**src/rtl/reaction_trial_pkg.sv**
```systemverilog
package reaction_trial_pkg;

  typedef enum logic [3:0] {
    ST_IDLE      = 4'd0,
    ST_BLANK     = 4'd1,
    ST_REQ       = 4'd2,
    ST_WAIT      = 4'd3,
    ST_CONF      = 4'd4,
    ST_SHOW      = 4'd5,
    ST_SHOW_REL  = 4'd6,
    ST_ERR1      = 4'd7,
    ST_ERR1_REL  = 4'd8,
    ST_ERR2_HI   = 4'd9,
    ST_ERR2_HIC  = 4'd10,
    ST_ERR2_LO   = 4'd11,
    ST_ERR2_LOC  = 4'd12
  } trialState_t;

  typedef struct packed {
    logic timerClr;
    logic timerRun;
    logic settleClr;
    logic settleRun;
  } ctlStrobes_t;

  localparam logic [1:0] ERR_NONE    = 2'd0;
  localparam logic [1:0] ERR_WRONG   = 2'd1;
  localparam logic [1:0] ERR_TIMEOUT = 2'd2;

endpackage

```
**src/rtl/reaction_trial_datapath.sv**
```systemverilog
module reaction_trial_datapath
  import reaction_trial_pkg::*;
#(
  parameter int TICK_CYCLES   = 5_000_000,
  parameter int SETTLE_CYCLES = 1_000_000,
  parameter int CNT_W         = 7
) (
  input  logic             clk,
  input  logic             rst,
  input  logic             submitRaw,
  input  logic [3:0]       answerRaw,
  input  logic [5:0]       digitPair,
  input  ctlStrobes_t      ctl,
  output logic             subLvl,
  output logic             answerOk,
  output logic             settleDone,
  output logic [CNT_W-1:0] elapsed
);

  localparam int DIV_W = $clog2(TICK_CYCLES + 1);
  localparam int SET_W = $clog2(SETTLE_CYCLES + 1);
  localparam logic [DIV_W-1:0] DIV_LAST = DIV_W'(TICK_CYCLES - 1);
  localparam logic [SET_W-1:0] SET_LAST = SET_W'(SETTLE_CYCLES - 1);

  logic             subMeta, subSync;
  logic [3:0]       ansMeta, ansSync;
  logic [DIV_W-1:0] divCnt;
  logic [SET_W-1:0] settleCnt;
  logic [3:0]       digitSum;

  // two-stage synchronisers for the switch inputs
  always_ff @(posedge clk) begin
    if (rst) begin
      subMeta <= 1'b0;
      subSync <= 1'b0;
      ansMeta <= '0;
      ansSync <= '0;
    end else begin
      subMeta <= submitRaw;
      subSync <= subMeta;
      ansMeta <= answerRaw;
      ansSync <= ansMeta;
    end
  end

  // tenth-second prescaler and saturating elapsed counter
  always_ff @(posedge clk) begin
    if (rst || ctl.timerClr) begin
      divCnt  <= '0;
      elapsed <= '0;
    end else if (ctl.timerRun) begin
      if (divCnt == DIV_LAST) begin
        divCnt <= '0;
        if (elapsed != '1) elapsed <= elapsed + 1'b1;
      end else begin
        divCnt <= divCnt + 1'b1;
      end
    end
  end

  // settle window for submit level changes
  always_ff @(posedge clk) begin
    if (rst || ctl.settleClr) settleCnt <= '0;
    else if (ctl.settleRun && settleCnt != SET_LAST) settleCnt <= settleCnt + 1'b1;
  end

  assign digitSum   = {1'b0, digitPair[5:3]} + {1'b0, digitPair[2:0]};
  assign answerOk   = (ansSync == digitSum);
  assign settleDone = (settleCnt == SET_LAST);
  assign subLvl     = subSync;

  // with the timer neither running nor cleared, the count cannot move
  a_r4_count_holds: assert property (@(posedge clk) disable iff (rst)
    (!ctl.timerRun && !ctl.timerClr) |=> $stable(elapsed));

  // the count never steps while the prescaler is mid-period
  a_r4_tick_period: assert property (@(posedge clk) disable iff (rst)
    (ctl.timerRun && !ctl.timerClr && divCnt != DIV_LAST) |=> $stable(elapsed));

endmodule

```
**src/rtl/reaction_trial_ctrl.sv**
```systemverilog
module reaction_trial_ctrl
  import reaction_trial_pkg::*;
#(
  parameter int BLANK_TICKS   = 20,
  parameter int TIMEOUT_TICKS = 80,
  parameter int CNT_W         = 7
) (
  input  logic             clk,
  input  logic             rst,
  input  logic             subLvl,
  input  logic             answerOk,
  input  logic             settleDone,
  input  logic [CNT_W-1:0] elapsed,
  output ctlStrobes_t      ctl,
  output logic             newPair,
  output logic             digitsOn,
  output logic             resultOn,
  output logic [1:0]       errCode
);

  localparam logic [CNT_W-1:0] BLANK_V   = CNT_W'(BLANK_TICKS);
  localparam logic [CNT_W-1:0] TIMEOUT_V = CNT_W'(TIMEOUT_TICKS);

  trialState_t state, nextState;

  always_ff @(posedge clk) begin
    if (rst) state <= ST_IDLE;
    else     state <= nextState;
  end

  always_comb begin
    nextState = state;
    unique case (state)
      ST_IDLE:     nextState = ST_BLANK;
      ST_BLANK:    if (elapsed == BLANK_V) nextState = ST_REQ;
      ST_REQ:      nextState = ST_WAIT;
      ST_WAIT:     if (elapsed == TIMEOUT_V) nextState = ST_ERR2_HI;
                   else if (subLvl)          nextState = ST_CONF;
      ST_CONF:     if (elapsed == TIMEOUT_V) nextState = ST_ERR2_HI;
                   else if (!subLvl)         nextState = ST_WAIT;
                   else if (settleDone)      nextState = answerOk ? ST_SHOW : ST_ERR1;
      ST_SHOW:     if (!subLvl) nextState = ST_SHOW_REL;
      ST_SHOW_REL: if (subLvl) nextState = ST_SHOW;
                   else if (settleDone) nextState = ST_IDLE;
      ST_ERR1:     if (!subLvl) nextState = ST_ERR1_REL;
      ST_ERR1_REL: if (subLvl) nextState = ST_ERR1;
                   else if (settleDone) nextState = ST_IDLE;
      ST_ERR2_HI:  if (subLvl) nextState = ST_ERR2_HIC;
      ST_ERR2_HIC: if (!subLvl) nextState = ST_ERR2_HI;
                   else if (settleDone) nextState = ST_ERR2_LO;
      ST_ERR2_LO:  if (!subLvl) nextState = ST_ERR2_LOC;
      ST_ERR2_LOC: if (subLvl) nextState = ST_ERR2_LO;
                   else if (settleDone) nextState = ST_IDLE;
      default:     nextState = ST_IDLE;
    endcase
  end

  // Moore outputs: decoded from the state register only
  always_comb begin
    ctl      = '{timerClr: 1'b0, timerRun: 1'b0, settleClr: 1'b1, settleRun: 1'b0};
    newPair  = 1'b0;
    digitsOn = 1'b0;
    resultOn = 1'b0;
    errCode  = ERR_NONE;
    unique case (state)
      ST_IDLE:  ctl.timerClr = 1'b1;
      ST_BLANK: ctl.timerRun = 1'b1;
      ST_REQ: begin
        newPair      = 1'b1;
        ctl.timerClr = 1'b1;
      end
      ST_WAIT: begin
        digitsOn     = 1'b1;
        ctl.timerRun = 1'b1;
      end
      ST_CONF: begin
        digitsOn      = 1'b1;
        ctl.timerRun  = 1'b1;
        ctl.settleClr = 1'b0;
        ctl.settleRun = 1'b1;
      end
      ST_SHOW, ST_SHOW_REL: begin
        digitsOn      = 1'b1;
        resultOn      = 1'b1;
        ctl.settleClr = (state == ST_SHOW);
        ctl.settleRun = (state == ST_SHOW_REL);
      end
      ST_ERR1, ST_ERR1_REL: begin
        digitsOn      = 1'b1;
        resultOn      = 1'b1;
        errCode       = ERR_WRONG;
        ctl.settleClr = (state == ST_ERR1);
        ctl.settleRun = (state == ST_ERR1_REL);
      end
      ST_ERR2_HI, ST_ERR2_HIC, ST_ERR2_LO, ST_ERR2_LOC: begin
        digitsOn      = 1'b1;
        resultOn      = 1'b1;
        errCode       = ERR_TIMEOUT;
        ctl.settleClr = (state == ST_ERR2_HI) || (state == ST_ERR2_LO);
        ctl.settleRun = (state == ST_ERR2_HIC) || (state == ST_ERR2_LOC);
      end
      default: ctl.timerClr = 1'b1;
    endcase
  end

  a_r3_req_single: assert property (@(posedge clk) disable iff (rst)
    newPair |=> !newPair);

  a_r3_req_then_show: assert property (@(posedge clk) disable iff (rst)
    newPair |=> digitsOn);

  a_r5_wrong_needs_mismatch: assert property (@(posedge clk) disable iff (rst)
    $rose(errCode == ERR_WRONG) |-> !$past(answerOk));

  a_r4_time_needs_match: assert property (@(posedge clk) disable iff (rst)
    $rose(resultOn && errCode == ERR_NONE) |-> $past(answerOk));

  a_r6_timeout_at_limit: assert property (@(posedge clk) disable iff (rst)
    $rose(errCode == ERR_TIMEOUT) |-> ($past(elapsed) == TIMEOUT_V));

  a_r7_err2_leaves_low: assert property (@(posedge clk) disable iff (rst)
    $fell(errCode == ERR_TIMEOUT) |-> !$past(subLvl));

endmodule

```
**src/rtl/reaction_trial.sv**
```systemverilog
module reaction_trial
  import reaction_trial_pkg::*;
#(
  parameter int TICK_CYCLES   = 5_000_000,
  parameter int SETTLE_CYCLES = 1_000_000,
  parameter int BLANK_TICKS   = 20,
  parameter int TIMEOUT_TICKS = 80,
  localparam int CNT_W        = $clog2(TIMEOUT_TICKS + 1)
) (
  input  logic             clk,
  input  logic             rst,
  input  logic             submitIn,
  input  logic [3:0]       answerIn,
  input  logic [5:0]       digitPair,
  output logic             newPairReq,
  output logic             digitsShow,
  output logic [CNT_W-1:0] elapsedTenths,
  output logic [1:0]       errorCode,
  output logic             resultShow
);

  ctlStrobes_t ctl;
  logic        subLvl, answerOk, settleDone;

  reaction_trial_datapath #(
    .TICK_CYCLES  (TICK_CYCLES),
    .SETTLE_CYCLES(SETTLE_CYCLES),
    .CNT_W        (CNT_W)
  ) u_datapath (
    .clk       (clk),
    .rst       (rst),
    .submitRaw (submitIn),
    .answerRaw (answerIn),
    .digitPair (digitPair),
    .ctl       (ctl),
    .subLvl    (subLvl),
    .answerOk  (answerOk),
    .settleDone(settleDone),
    .elapsed   (elapsedTenths)
  );

  reaction_trial_ctrl #(
    .BLANK_TICKS  (BLANK_TICKS),
    .TIMEOUT_TICKS(TIMEOUT_TICKS),
    .CNT_W        (CNT_W)
  ) u_ctrl (
    .clk       (clk),
    .rst       (rst),
    .subLvl    (subLvl),
    .answerOk  (answerOk),
    .settleDone(settleDone),
    .elapsed   (elapsedTenths),
    .ctl       (ctl),
    .newPair   (newPairReq),
    .digitsOn  (digitsShow),
    .resultOn  (resultShow),
    .errCode   (errorCode)
  );

  // a displayed time stays frozen while it is shown
  a_r4_shown_time_stable: assert property (@(posedge clk) disable iff (rst)
    (resultShow && errorCode == ERR_NONE && $past(resultShow)) |-> $stable(elapsedTenths));

endmodule

```
**config.mk**
```make
export PLATFORM = sky130hd
export DESIGN_NAME = reaction_trial
export DESIGN_NICKNAME = d
export VERILOG_FILES = /design/src/rtl/reaction_trial_pkg.sv /design/src/rtl/reaction_trial_datapath.sv /design/src/rtl/reaction_trial_ctrl.sv /design/src/rtl/reaction_trial.sv
export SDC_FILE = /design/constraint.sdc
export NUM_CORES = 1
export LEC_CHECK = 0
export ABC_AREA = 1
export BUFFER_PORTS_ARGS = -buffer_cell sky130_fd_sc_hd__buf_2
export CAP_MARGIN = 20
export CORE_MARGIN = 4
export CORE_UTILIZATION = 25
export CTS_CLUSTER_SIZE = 16
export DETAILED_ROUTE_END_ITERATION = 7
export PLACE_DENSITY = 0.5
export SLEW_MARGIN = 20
export SYNTH_ARGS = -nofsm -noshare
export SYNTH_HDL_FRONTEND = slang
export SYNTH_SLANG_ARGS = --single-unit
```
**constraint.sdc**
```tcl
create_clock -name clk -period 4.5 [get_ports clk]
set_input_delay 0.225 -clock clk [delete_from_list [all_inputs] [get_ports clk]]
set_output_delay 0.225 -clock clk [all_outputs]
set_load 0.005 [all_outputs]
```
==> impl_metrics.yaml <==
outcome:
  status: "finished, final reports clean"
clock_network:
  clock-sinks: 64
  hold_buffers: 0
  cts.htree.levels: 3
  post_cts_resized: 0
  cts_setup_buffers: 0
  clock_latency_ps: 340
  cts_made_buffers: 9
  cts-root-buf: "clkbuf_16"
  clockBufferDepth: 2
  tritoncts: "built"
  clk_pin_slew_ps: 50
power_and_ir_drop:
  switching_share_pct: 32.96
  p_leak_nw: 1.816
  power_frac_comb_pct: 22.0
  clockPowerShare_pct: 40.8
  peakVddDrop_mv: 0.1843
  p_switching_w: 0.0005430
  power_w: 0.001648
  power_density_mw_per_mm2: 362.7
  power_frac_seq_pct: 37.2
  intPower_w: 0.001105
worst_setup_path:
  critPathLaunch: "u_datapath.settleCnt[0]$_SDFFE_PP0P_"
  cp.required_ps: 4730
  crit_family: "simple AND/OR/NAND/NOR gates"
  worstSetupPathType: "reg2reg"
  crit_arrival_ps: 2400
  crit_chain: "ha_1 > nand3_1 > nor2_1 > nand3_1 > nand2_2 > inv_1 > nand4_1 > nand2_1 > inv_1 > nor2_1"
  r2r_start: "u_datapath.settleCnt[0]$_SDFFE_PP0P_"
  slowest_delay_ps: 420
  path_buf_inv: 2
  critPathMaxFanout: 17
  start_kind: "register"
  cpMaxStageDelayCell: "dfxtp_1"
  end_kind: "register"
drt:
  ant_nets: 0
  avgViaCountPerCell: 4.356
  drtIter0Drc: 185
  drt_pass1_iterations: 4
  wl_per_cell_um: 10.84
  drt-total-wl_um: 9294
  drc_errors: 0
  vias: 3733
cells_and_area:
  insertedDiodeCount: 0
  fin_cells: 857
  final_cell_area_mm2: 0.004543
  nFillCells: 1746
  layout.nets: 662
  post-route-util_pct: 29.67
  syn2layout_area_growth_pct: 15.56
  drive_gt1_share_pct: 10.99
floorplanning:
  fp-row-count: 45
  die_w_um: 133.4
  boundaryPins: 25
  start_util_pct: 25.67
  die-area_mm2: 0.01780
  core_mm2: 0.01531
  dieHeight_um: 133.4
sta:
  drv_slew: 0
  tns_ps: 0
  finalHoldViolations: 0
  finalCriticalPeriod_ps: 2174
  fin_skew_ps: 3.888
  fmax_ghz: 0.4599
  fin_crit_sh_pct: 48.32
  rsz0062_at_grt: "false"
  setup-violations-final: 0
  slew_headroom_pct: 58.37
  worstMarginPinSlew_ps: 619.7
grt:
  track_usage_pct: 10.95
  grt_pass1_wl_um: 16040
  grt_antenna_before_repair: 0
  grt_max_degree: 24
  grt_overflow: 0
  grt_pass1_vias: 3477
logic_synthesis:
  synth-seq-area-share_pct: 32.59
  synth_flop_cell: "dfxtp_1"
  yosys_warnings: 0
  synth_area_leaders: "dfxtp_1, nand2_1, inv_1"
  netlist_area_mm2: 0.003931
  synthTopCellsByCount: "nand2_1, inv_1, nor2_1, dfxtp_1, nand3_1"
  synth_area_per_cell_um2: 6.382
  yosysUniqueCellTypes: 40
  synth_top_area_share_pct: 32.59
  syn_nets: 637
  synthArstFlopShare_pct: 0
  synth_cells: 616
  synth_edf_count: 0
  yosysTopAreaCell: "dfxtp_1"
  synth.most_common_cell: "nand2_1"
  synth-seq-cells: 64
min_path:
  hp-start: "answerIn[3]"
  hold_class: "in2reg"
placed_design:
  dpl.cell_count: 841
  place_hpwl_um: 7070
  gp_congestion: 0.8397
  place_area_mm2: 0.004255
  port-buffer-count: 24
job:
  maxCapViolations: 0
-- power by group through the flow --
stage	Clock, W	Combinational, W	Sequential [W]
after floorplan	0	0.000319	0.000613
after global placement	0	0.000370	0.000627
after detailed placement	0	0.000365	0.000625
after CTS	0.000698	0.000367	0.000613
after global routing	0.000716	0.000414	0.000617
final	0.000672	0.000362	0.000613
-- final timing paths --
kind                                                end  slack (ps)  depth (start not counted)
hold reg to reg        u_datapath.ansSync[0]$_SDFF_PP0_         400                          2
setup / recovery  u_datapath.settleCnt[11]$_SDFFE_PP0P_        2330                         10
setup reg to reg  u_datapath.settleCnt[11]$_SDFFE_PP0P_        2330                         10
hold / removal         u_datapath.ansMeta[3]$_SDFF_PP0_          90                          3
-- worst min-delay path, cell delays in order --
cell and delay, ps:
buf_2 70, inv_1 30, nor2_1 60
-- cell usage in the layout, fill, tap and decap left out, types with 2 or more instances in the layout --
cell type	instances
inv_1	88
buf_2	24
o22ai_1	2
nand3b_1	3
clkinv_2	5
nor3b_1	3
ha_1	7
nand2_1	152
nand3_1	42
nand4_1	18
dfxtp_1	64
nor3b_2	3
nand2_4	3
a31oi_1	2
nor4_1	2
nor3_1	27
nor2_2	3
xor2_1	10
o21ai_0	19
o21ai_1	4
inv_2	9
and3_1	2
nor2_4	5
xnor2_1	2
nand2_2	3
nor2_1	80
clkbuf_16	9
a21oi_1	39
o211ai_1	2
-- routing by layer --
layer  up-vias  GRT usage (%)  wire length, um
met1      1659          14.60             4762
met4         0          4.114              154
met3        11          3.323              379
met5         -              0                0
li1       2019              -                -
met2        44          16.68             3998
-- per-stage QoR --
step / setup slack [ps] / hold WS (ps)
global route: 2066 / 97.26
detailed placement: 2323 / 394.2
CTS: 2304 / 79.28
floorplan: 2831 / 332.0
global placement: 2421 / 391.1
finish: 2326 / 89.40
-- state kept, by name, summed over array words and instances, names as in the netlist --
signal                flops
u_datapath.divCnt        23
u_datapath.settleCnt     20
u_datapath.ansMeta        4
u_datapath.elapsed        7
u_datapath.subLvl         1
u_ctrl.state              4
u_datapath.subMeta        1
u_datapath.ansSync        4
-- cells by family (layout without fill, tap and decap cells) --
| kind of cell | after synthesis | after routing | synth area share (%) |
|---|---|---|---|
| DFF | 64 | 64 | 32.59 |
| and+or+nand+nor | 353 | 353 | 41.63 |
| buffers and inverters | 109 | 139 | 11.08 |
| adders and majority gates | 8 | 8 | 2.737 |
| AOI/OAI and AO/OA | 70 | 70 | 9.293 |
| xor gates and xnor gates | 12 | 12 | 2.673 |
-- cell type report --
| class | count | area [um2] | area share [%] |
|---|---|---|---|
| Clock buffer | 9 | 225.2 | 4.957 |
| Tap cell | 211 | 264.0 | 5.811 |
| Timing Repair Buffer | 25 | 127.6 | 2.809 |
| Sequential cell | 64 | 1281 | 28.20 |
| Inverter | 98 | 367.9 | 8.097 |
| Multi-Input combinational cell | 443 | 2215 | 48.75 |
| Clock inverter | 7 | 62.56 | 1.377 |
No activity file was read; power rests on OpenSTA's default activity.
